<file path="src/rtl/char_raster_timer.sv">
module char_raster_timer #(
  parameter int HCW     = 12,
  parameter int VCW     = 10,
  parameter int AW      = 8,
  parameter int GLYPH_W = 12,
  parameter int GLYPH_H = 18,
  parameter int COLS_A  = 24,
  parameter int LINES_A = 10,
  parameter int COLS_B  = 32,
  parameter int LINES_B = 7,
  parameter int HMIN    = 16,
  parameter int HBIAS   = 6,
  parameter int VMIN    = 7,
  localparam int DCW = $clog2(GLYPH_W),
  localparam int RCW = $clog2(GLYPH_H),
  localparam int CCW = $clog2(COLS_B + 1),
  localparam int LCW = $clog2(LINES_A + 1)
) (
  input  logic           clk,
  input  logic           rst_n,
  input  logic           hsync,
  input  logic           vsync,
  input  logic [AW-1:0]  h_start,
  input  logic [AW-1:0]  v_start,
  input  logic           mode32,
  input  logic           gap_en,
  input  logic [1:0]     hsize_top,
  input  logic [1:0]     vsize_top,
  input  logic [1:0]     hsize_rest,
  input  logic [1:0]     vsize_rest,
  input  logic [AW-1:0]  cursor_addr,
  input  logic           cursor_low,
  output logic           active,
  output logic [AW-1:0]  cell_addr,
  output logic [DCW-1:0] dot_col,
  output logic [RCW-1:0] dot_row,
  output logic           cursor_hit
);
  localparam int GAP1 = 1;
  localparam int GAP2 = 7;

  logic hs_q, vs_q, hs_rise, vs_rise;
  logic [HCW-1:0] hcnt, hbeg;
  logic [VCW-1:0] vcnt, vbeg;
  logic [AW-1:0]  hp_eff, vp_eff, live_addr, addr_hold;
  logic [1:0]     hsub, vsub, hcode, vcode;
  logic [DCW-1:0] hdot;
  logic [RCW-1:0] vdot;
  logic [CCW-1:0] hchar, ncols;
  logic [LCW-1:0] vline, nlines;
  logic           vgap, top_line, h_in, v_in;

  assign hs_rise  = hsync & ~hs_q;
  assign vs_rise  = vsync & ~vs_q;
  assign hp_eff   = (h_start < AW'(HMIN)) ? AW'(HMIN) : h_start;
  assign vp_eff   = (v_start < AW'(VMIN)) ? AW'(VMIN) : v_start;
  assign hbeg     = HCW'(hp_eff) + HCW'(HBIAS);
  assign vbeg     = VCW'(vp_eff);
  assign ncols    = mode32 ? CCW'(COLS_B) : CCW'(COLS_A);
  assign nlines   = mode32 ? LCW'(LINES_B) : LCW'(LINES_A);
  assign top_line = (vline == '0) && !vgap;
  assign hcode    = top_line ? hsize_top : hsize_rest;
  assign vcode    = top_line ? vsize_top : vsize_rest;

  assign h_in = (hcnt >= hbeg) && (hchar < ncols);
  assign v_in = (vcnt >= vbeg) && (vline < nlines);

  always_ff @(posedge clk or negedge rst_n) begin
    if (!rst_n) begin
      hs_q <= 1'b0;
      vs_q <= 1'b0;
    end else begin
      hs_q <= hsync;
      vs_q <= vsync;
    end
  end

  always_ff @(posedge clk or negedge rst_n) begin
    if (!rst_n) begin
      hcnt  <= '0;
      hsub  <= '0;
      hdot  <= '0;
      hchar <= '1;
    end else if (hs_rise) begin
      hcnt  <= '0;
      hsub  <= '0;
      hdot  <= '0;
      hchar <= '0;
    end else begin
      if (hcnt != '1) hcnt <= hcnt + 1'b1;
      if (h_in) begin
        if (hsub == hcode) begin
          hsub <= '0;
          if (hdot == DCW'(GLYPH_W - 1)) begin
            hdot  <= '0;
            hchar <= hchar + 1'b1;
          end else begin
            hdot <= hdot + 1'b1;
          end
        end else begin
          hsub <= hsub + 1'b1;
        end
      end
    end
  end

  always_ff @(posedge clk or negedge rst_n) begin
    if (!rst_n) begin
      vcnt  <= '0;
      vsub  <= '0;
      vdot  <= '0;
      vline <= '1;
      vgap  <= 1'b0;
    end else if (vs_rise) begin
      vcnt  <= '0;
      vsub  <= '0;
      vdot  <= '0;
      vline <= '0;
      vgap  <= 1'b0;
    end else if (hs_rise) begin
      if (vcnt != '1) vcnt <= vcnt + 1'b1;
      if (v_in) begin
        if (vsub == vcode) begin
          vsub <= '0;
          if (vdot == RCW'(GLYPH_H - 1)) begin
            vdot <= '0;
            if (!vgap && gap_en && (vline == LCW'(GAP1) || vline == LCW'(GAP2))) begin
              vgap <= 1'b1;
            end else begin
              vgap  <= 1'b0;
              vline <= vline + 1'b1;
            end
          end else begin
            vdot <= vdot + 1'b1;
          end
        end else begin
          vsub <= vsub + 1'b1;
        end
      end
    end
  end

  assign active    = h_in && v_in && !vgap;
  assign live_addr = AW'(vline) * AW'(ncols) + AW'(hchar);

  always_ff @(posedge clk or negedge rst_n) begin
    if (!rst_n)      addr_hold <= '0;
    else if (active) addr_hold <= live_addr;
  end

  assign cell_addr  = active ? live_addr : addr_hold;
  assign dot_col    = hdot;
  assign dot_row    = vdot;
  assign cursor_hit = active && (cursor_addr != '1) && (live_addr == cursor_addr)
                      && (vdot == (cursor_low ? RCW'(GLYPH_H - 1) : RCW'(GLYPH_H - 2)));
endmodule

</file>
<file path="config.mk">
export PLATFORM = sky130hd
export DESIGN_NAME = char_raster_timer
export DESIGN_NICKNAME = d
export VERILOG_FILES = /design/src/rtl/char_raster_timer.sv
export SDC_FILE = /design/constraint.sdc
export NUM_CORES = 1
export LEC_CHECK = 0
export BUFFER_PORTS_ARGS = -buffer_cell sky130_fd_sc_hd__buf_2
export CAP_MARGIN = 20
export CORE_ASPECT_RATIO = 1.4
export CORE_MARGIN = 8
export CORE_UTILIZATION = 52
export DETAILED_ROUTE_END_ITERATION = 8
export GPL_TIMING_DRIVEN = 0
export PLACE_DENSITY = 0.88
export REMOVE_ABC_BUFFERS = 1
export SLEW_MARGIN = 20
export SYNTH_ARGS = -nofsm -noshare
export SYNTH_HDL_FRONTEND = slang
export SYNTH_SLANG_ARGS = --single-unit
</file>
<file path="constraint.sdc">
create_clock -name clk -period 2.8 [get_ports clk]
set_input_delay 0 -clock clk [delete_from_list [all_inputs] [get_ports clk]]
set_output_delay 0 -clock clk [all_outputs]
set_load 0.1 [all_outputs]
</file>
==> results of run 1 <==
## cells by family after synthesis
family / synth area share [%]
xor+xnor: 7.71
mux: 6.39
fa+ha+maj: 14.4
compound gates: 10.6
flops: 35.6
simple gates: 21.8
buf+inv: 3.46
## layout make-up
| cell class | count | area (um^2) |
|---|---|---|
| Timing Repair Buffer | 83 | 583 |
| Clock buffer | 8 | 90.1 |
| Tap cell | 97 | 121 |
| Sequential cell | 56 | 1410 |
| Multi-Input combinational cell | 332 | 2610 |
| Fill cell | 549 | 2490 |
| Inverter | 28 | 105 |
## per-stage QoR
stage                     instances  hold WS [ps]  setup TNS (ps)
after detailed placement        571          95.6           -7600
after global routing            604           279           -4590
final                           604           251           -3220
after CTS                       595           139           -2270
after floorplan                 416          -296           -6430
after global placement          570           133           -6670
## synth_stat cells (all sizes together), types with 2 or more instances
library cell   n
ha            41
dfstp         10
nand4b         2
dfrtp         46
nor3           7
o31ai          3
nor2b          8
xor2          16
a21o           5
clkbuf         7
inv           28
a2111oi        2
mux2           8
nand2b         8
a31oi          4
o21a           3
nor4           8
fa             3
and3           2
a31o           4
o21ai         12
xnor2         19
a21oi         15
mux2i         16
or3            8
nand4         12
and2           4
nand3         18
nand3b         2
nor2          44
nor3b          2
nand2         32
or2            5
o311a          2
o22ai          2
a41o           2
a211oi         3
nor4b          3
## flip-flops by register name (all words and copies together) (netlist names), 4 cells and up
register   cells
hchar          6
dot_row        5
addr_hold      8
hcnt          12
vcnt          10
vline          4
dot_col        4
## repair_timing
action	4_1_cts	5_1_grt
hold buffers	3	0
hold endpoints to repair	48	0
gates resized for setup	37	20
endpoints found under the setup margin	12	19
setup buffers	13	9
pin swaps	12	7
## worst max-delay path: stages, from the launching register on
cell and delay (ps):
dfstp_2 560, inv_2 60, nor2_4 150, ha_4 230
ha_4 270, inv_2 30, fa_1 480, fa_1 540
xor2_1 180, nand4_1 120, nor4_1 250, nand2_1 100
nor3_2 130, buf_6 250
## routing by layer
metal / up-vias / GRT usage [%] / routed length, um
met5: - / 0 / 0
met4: 0 / 9.72 / 449
met3: 42 / 3.39 / 534
met2: 151 / 34.5 / 5750
met1: 1801 / 19.0 / 4000
li1: 1672 / - / -
## how the worst max path moves through the flow
stage	to	slack, ps	depth (start not counted)	startpoint
CTS	cursor_hit	-760	13	vline[1]
floorplan	cursor_hit	-2210	11	vline[2]
finish	cursor_hit	-870	13	vline[1]
global route	cursor_hit	-930	13	vline[1]
detailed placement	cursor_hit	-950	12	vline[2]
global placement	cursor_hit	-880	12	vline[2]
## report_power, final
part	leakage [nW]	total, mW	internal, mW	switching [mW]
registers	0.725	0.905	0.855	0.0507
clock network	0.0455	0.471	0.203	0.268
logic	1.58	0.477	0.184	0.293
==> impl_results.md, run 1 <==
* TritonCTS buffer count at 5
* Hold Fails Final Rpt at 0
* CTS root buffer: clkbuf_8
* Area grow syn2layout at 23.8%
* Reg-to-Reg Start: vline[1]
* Number of port buffers at 57
* Most frequent cells in the layout: buf_2, dfrtp_1, nor2_1
* Final HPWL DP at 6920 um
* # diodes at 0
* DR WL/cell at 17.8 um
* Full die area at 10700 um^2
* Design area at 4920 um^2
* Die W at 89.9 um
* Post-DRT Antenna Nets at 0
* Synth Area per Inst at 9.37 um^2
* Top cells by area, synth: dfrtp_1, ha_1, dfstp_2
* Total Nets Final at 589
* Most common flop cell mapped by yosys: dfrtp_1
* Worst Setup Path Type: reg2out
* Sequential-to-total area share from yosys stat at 35.6%
* Hold Path Stages at 3
* Via density at 6.07
* Chip height at 119 um
* Synthesized flop and latch total at 56
* Failing checks: setup timing
* Slew Limit Fails at 0
* Arrival time worst endpoint at 3670 ps
* Worst slew margin at 48.8%
* Clock skew at 11.4 ps
* FMAX at 273 MHz
* Final core occ at 66.4%
* # setup viols final at 7
* Max-cap violations at 0
* Distinct cells, synth at 51
* GP Congestion at 0.819
* Post-synth top area share at 29.0%
* GRT Total Usage at 18.4%
* CTS tree: done
* WHS Endpoint: vline[2]
* Most common cell after layout, fill and taps aside: buf_2
* Mapped Area at 3970 um^2
* Layout cell share with drive strength beyond 1 at 28.0%
* Reg clk slew, reported paths at 100 ps
* Outcome: complete, but fails checks
* Period utilization at 131%
* FF-to-FF End: addr_hold[7]
* Drt pass-1 iters at 5
* # clock sinks at 56
* FFs w/ async S/R, synth at 100%
* Clock latency on the worst-skew pair at 320 ps
* LEAKAGE at 2.35 nW
* HP Start: gap_en
* Global route overflow at 0
* Max FO, Critical Path at 2
* # DRC at 0
* Register-to-Register Path Depth at 15
* Pin count of the biggest net entering global routing at 57
* Yosys top cell by area: dfrtp_1
* Drt first-iter violations at 286
* Worst setup margin at -868 ps
* Post-place setup slack at -946 ps
* Core area at 7410 um^2
* First-pass GRT wire length at 16700 um
* Crit start category: flip-flop
* Max Root-Sink Buffers at 2
* Total power at 1.85 mW
* Post-synth EDFFs at 0
* DR vias at 3666
* Vias in the first global route at 3769
* Data required, critical path at 2800 ps
* Reg2Reg Setup Slack at -490 ps
* RSZ-0062 raised after global routing: true
* Yosys warns at 0
* PwrDens at 377 nW/um^2
* H-tree depth at 2
* Worst IR drop on VDD at 0.394 mV
* Critical Path Sink Type: output pin
* Row cnt at 37
* Worst slew pin tran at 762 ps
* Min-delay worst type: in2reg
* Initial Utilization at 53.6%
* Syn Inst Count at 424
* Tmin final at 3670 ps
* Total Wirelength at 10700 um
* Initial antenna violation count at 0
* DP Area at 4360 um^2
* IO Count at 58
Power figures use the tool's default switching activity.
==> run 2, diff against run 1 <==
--- a/config.mk
+++ b/config.mk
@@ -7,7 +7,7 @@
 export LEC_CHECK = 0
 export BUFFER_PORTS_ARGS = -buffer_cell sky130_fd_sc_hd__buf_2
 export CAP_MARGIN = 20
-export CORE_ASPECT_RATIO = 1.4
+export CORE_ASPECT_RATIO = 0.75
 export CORE_MARGIN = 8
 export CORE_UTILIZATION = 52
 export DETAILED_ROUTE_END_ITERATION = 8
==> impl_results.md, run 2 (synthesized netlist as in run 1, its figures left out) <==
* CTS tree: done
* Max FO, Critical Path at 2
* Max Root-Sink Buffers at 2
* Clock latency on the worst-skew pair at 320 ps
* Failing checks: setup timing
* DR vias at 3687
* Final HPWL DP at 6920 um
* DP Area at 4370 um^2
* # setup viols final at 6
* Worst slew pin tran at 733 ps
* GP Congestion at 0.821
* Placed cells at 575
* # clock sinks at 56
* Drt pass-1 iters at 5
* First-pass GRT wire length at 17500 um
* H-tree depth at 2
* Clock power share at 28.1%
* Reg-to-Reg Start: vline[1]
* Total power at 1.93 mW
* WP buf/inv at 3
* GRT Total Usage at 20.2%
* Max FFs per register at 12
* Max-cap violations at 0
* Core area at 7360 um^2
* Pint at 1.30 mW
* RSZ-0062 raised after global routing: true
* Worst slew margin at 50.7%
* Design area at 5000 um^2
* Total Wirelength at 11700 um
* Final cell count without fillers at 603
* Slowest cell delay on critical path at 590 ps
* Post-DRT Antenna Nets at 0
* Critical Path Sink Type: output pin
* Min-delay worst type: in2reg
* Hold Fails Final Rpt at 0
* Worst IR drop on VDD at 0.229 mV
* Final TNS setup at -3210 ps
* # fillers at 532
* FMAX at 267 MHz
* Biggest register: hcnt
* Outcome: complete, but fails checks
* Sw Share at 32.4%
* PwrDens at 385 nW/um^2
* Most common cell after layout, fill and taps aside: buf_2
* Top Registers: hcnt x12, vcnt x10, addr_hold x8
* Total Nets Final at 584
* CTS root buffer: clkbuf_8
* LEAKAGE at 2.33 nW
* Initial antenna violation count at 0
* # DRC at 0
* DR WL/cell at 19.5 um
* Crit path max-delay family: adder cells
* Chip height at 91.7 um
* Post-place setup slack at -989 ps
* # diodes at 0
* Area grow syn2layout at 25.9%
* Combinational fraction of design power at 25.1%
* Sequential power share at 46.9%
* Initial Utilization at 54.0%
* Reg2Reg Setup Slack at -510 ps
* Arrival time worst endpoint at 3740 ps
* Tmin final at 3740 ps
* Layout cell share with drive strength beyond 1 at 30.3%
* Most frequent cells in the layout: buf_2, dfrtp_1, nor2_1
* Via density at 6.11
* IO Count at 58
* Period utilization at 134%
* Crit-path most repeated cell: ha_4
* Vias in the first global route at 3631
* Worst Setup Path Type: reg2out
* Clock skew at 11.5 ps
* Beginning of the critical path: vline[1]
* Crit start category: flip-flop
* CP Cell Sequence: inv_4, nor2_4, ha_4, ha_4, inv_2, fa_2, fa_1, xor2_1, nand4_1, nor4_2, nand2_1, nor3_2, buf_6
* Slew Limit Fails at 0
* HP Start: gap_en
* Drt first-iter violations at 352
* CP max-delay cell: dfstp_2
* Row cnt at 27
* Die W at 117 um
* TritonCTS buffer count at 5
* Global route overflow at 0
* Full die area at 10700 um^2
* Data required, critical path at 2800 ps
* Number of port buffers at 57
* Sw power at 0.624 mW
* Pin count of the biggest net entering global routing at 57
* Worst setup margin at -939 ps
* Reg clk slew, reported paths at 110 ps
==> run 2: cell types whose count changed in the layout (fill, tap and decap cells not counted), sizes merged <==
cell    change
buf         -7
bufinv      +1
clkbuf      -1
clkinv      +1
nand2       +1
==> run 2: stage by stage <==
stage | hold WS (ps) | util, %
after global routing | 239 | 67.9
final | 237 | 67.9
after detailed placement | 100 | 59.4
after CTS | 190 | 65.1
after global placement | 132 | 59.1
after floorplan | -296 | -
==> run 2: worst paths after layout <==
path                                 to  cells past startpoint
max                          cursor_hit                     13
min                            vline[3]                      4
max reg2reg                addr_hold[7]                     15
min reg2reg                addr_hold[2]                      1
max in group asynchronous       vcnt[3]                      2
min in group asynchronous    dot_col[2]                      2
==> run 2: timing repair <==
item / CTS / global route
pin swaps: 14 / 10
setup buffers: 7 / 9
endpoints found under the hold margin: 48 / 0
cloned: 0 / 1
endpoints found under the setup margin: 15 / 22
gates resized for setup: 48 / 28
hold buffers: 3 / 0
==> run 2: per-layer routing <==
metal | share of wire, % | vias up | global-route usage (%)
met4 | 3.9 | 0 | 9.56
met2 | 51 | 192 | 34.1
met5 | 0 | - | 0
met3 | 6.7 | 57 | 3.93
li1 | - | 1658 | -
met1 | 39 | 1780 | 24.3
==> run 2: layout make-up <==
type | count | area, um^2 | share of cell area (%)
clock buffers | 6 | 72.6 | 1.45
clock inverters | 2 | 35.0 | 0.700
inverters | 28 | 108 | 2.15
multi-input cells | 333 | 2700 | 54.0
flip-flops and latches | 56 | 1420 | 28.3
well taps | 101 | 126 | 2.53
repair buffers | 77 | 542 | 10.8
==> run 2: power groups by stage <==
| stage | registers [mW] | logic, mW | clock network [mW] |
|---|---|---|---|
| floorplan | 0.917 | 0.273 | 0 |
| global placement | 0.915 | 0.378 | 0 |
| detailed placement | 0.916 | 0.399 | 0 |
| CTS | 0.902 | 0.423 | 0.537 |
| global route | 0.910 | 0.524 | 0.581 |
| finish | 0.904 | 0.483 | 0.541 |
==> run 2: worst register-to-register path: stages (launching register included) <==
cell and delay, ps:
dfstp_2 590, inv_4 50, nor2_4 140, ha_4 220, ha_4 260, inv_2 30, fa_2 560, buf_4 120
buf_6 80, inv_2 30, ha_4 200, a21o_1 190, a21oi_2 200, xnor2_2 110, buf_4 140, mux2_4 280
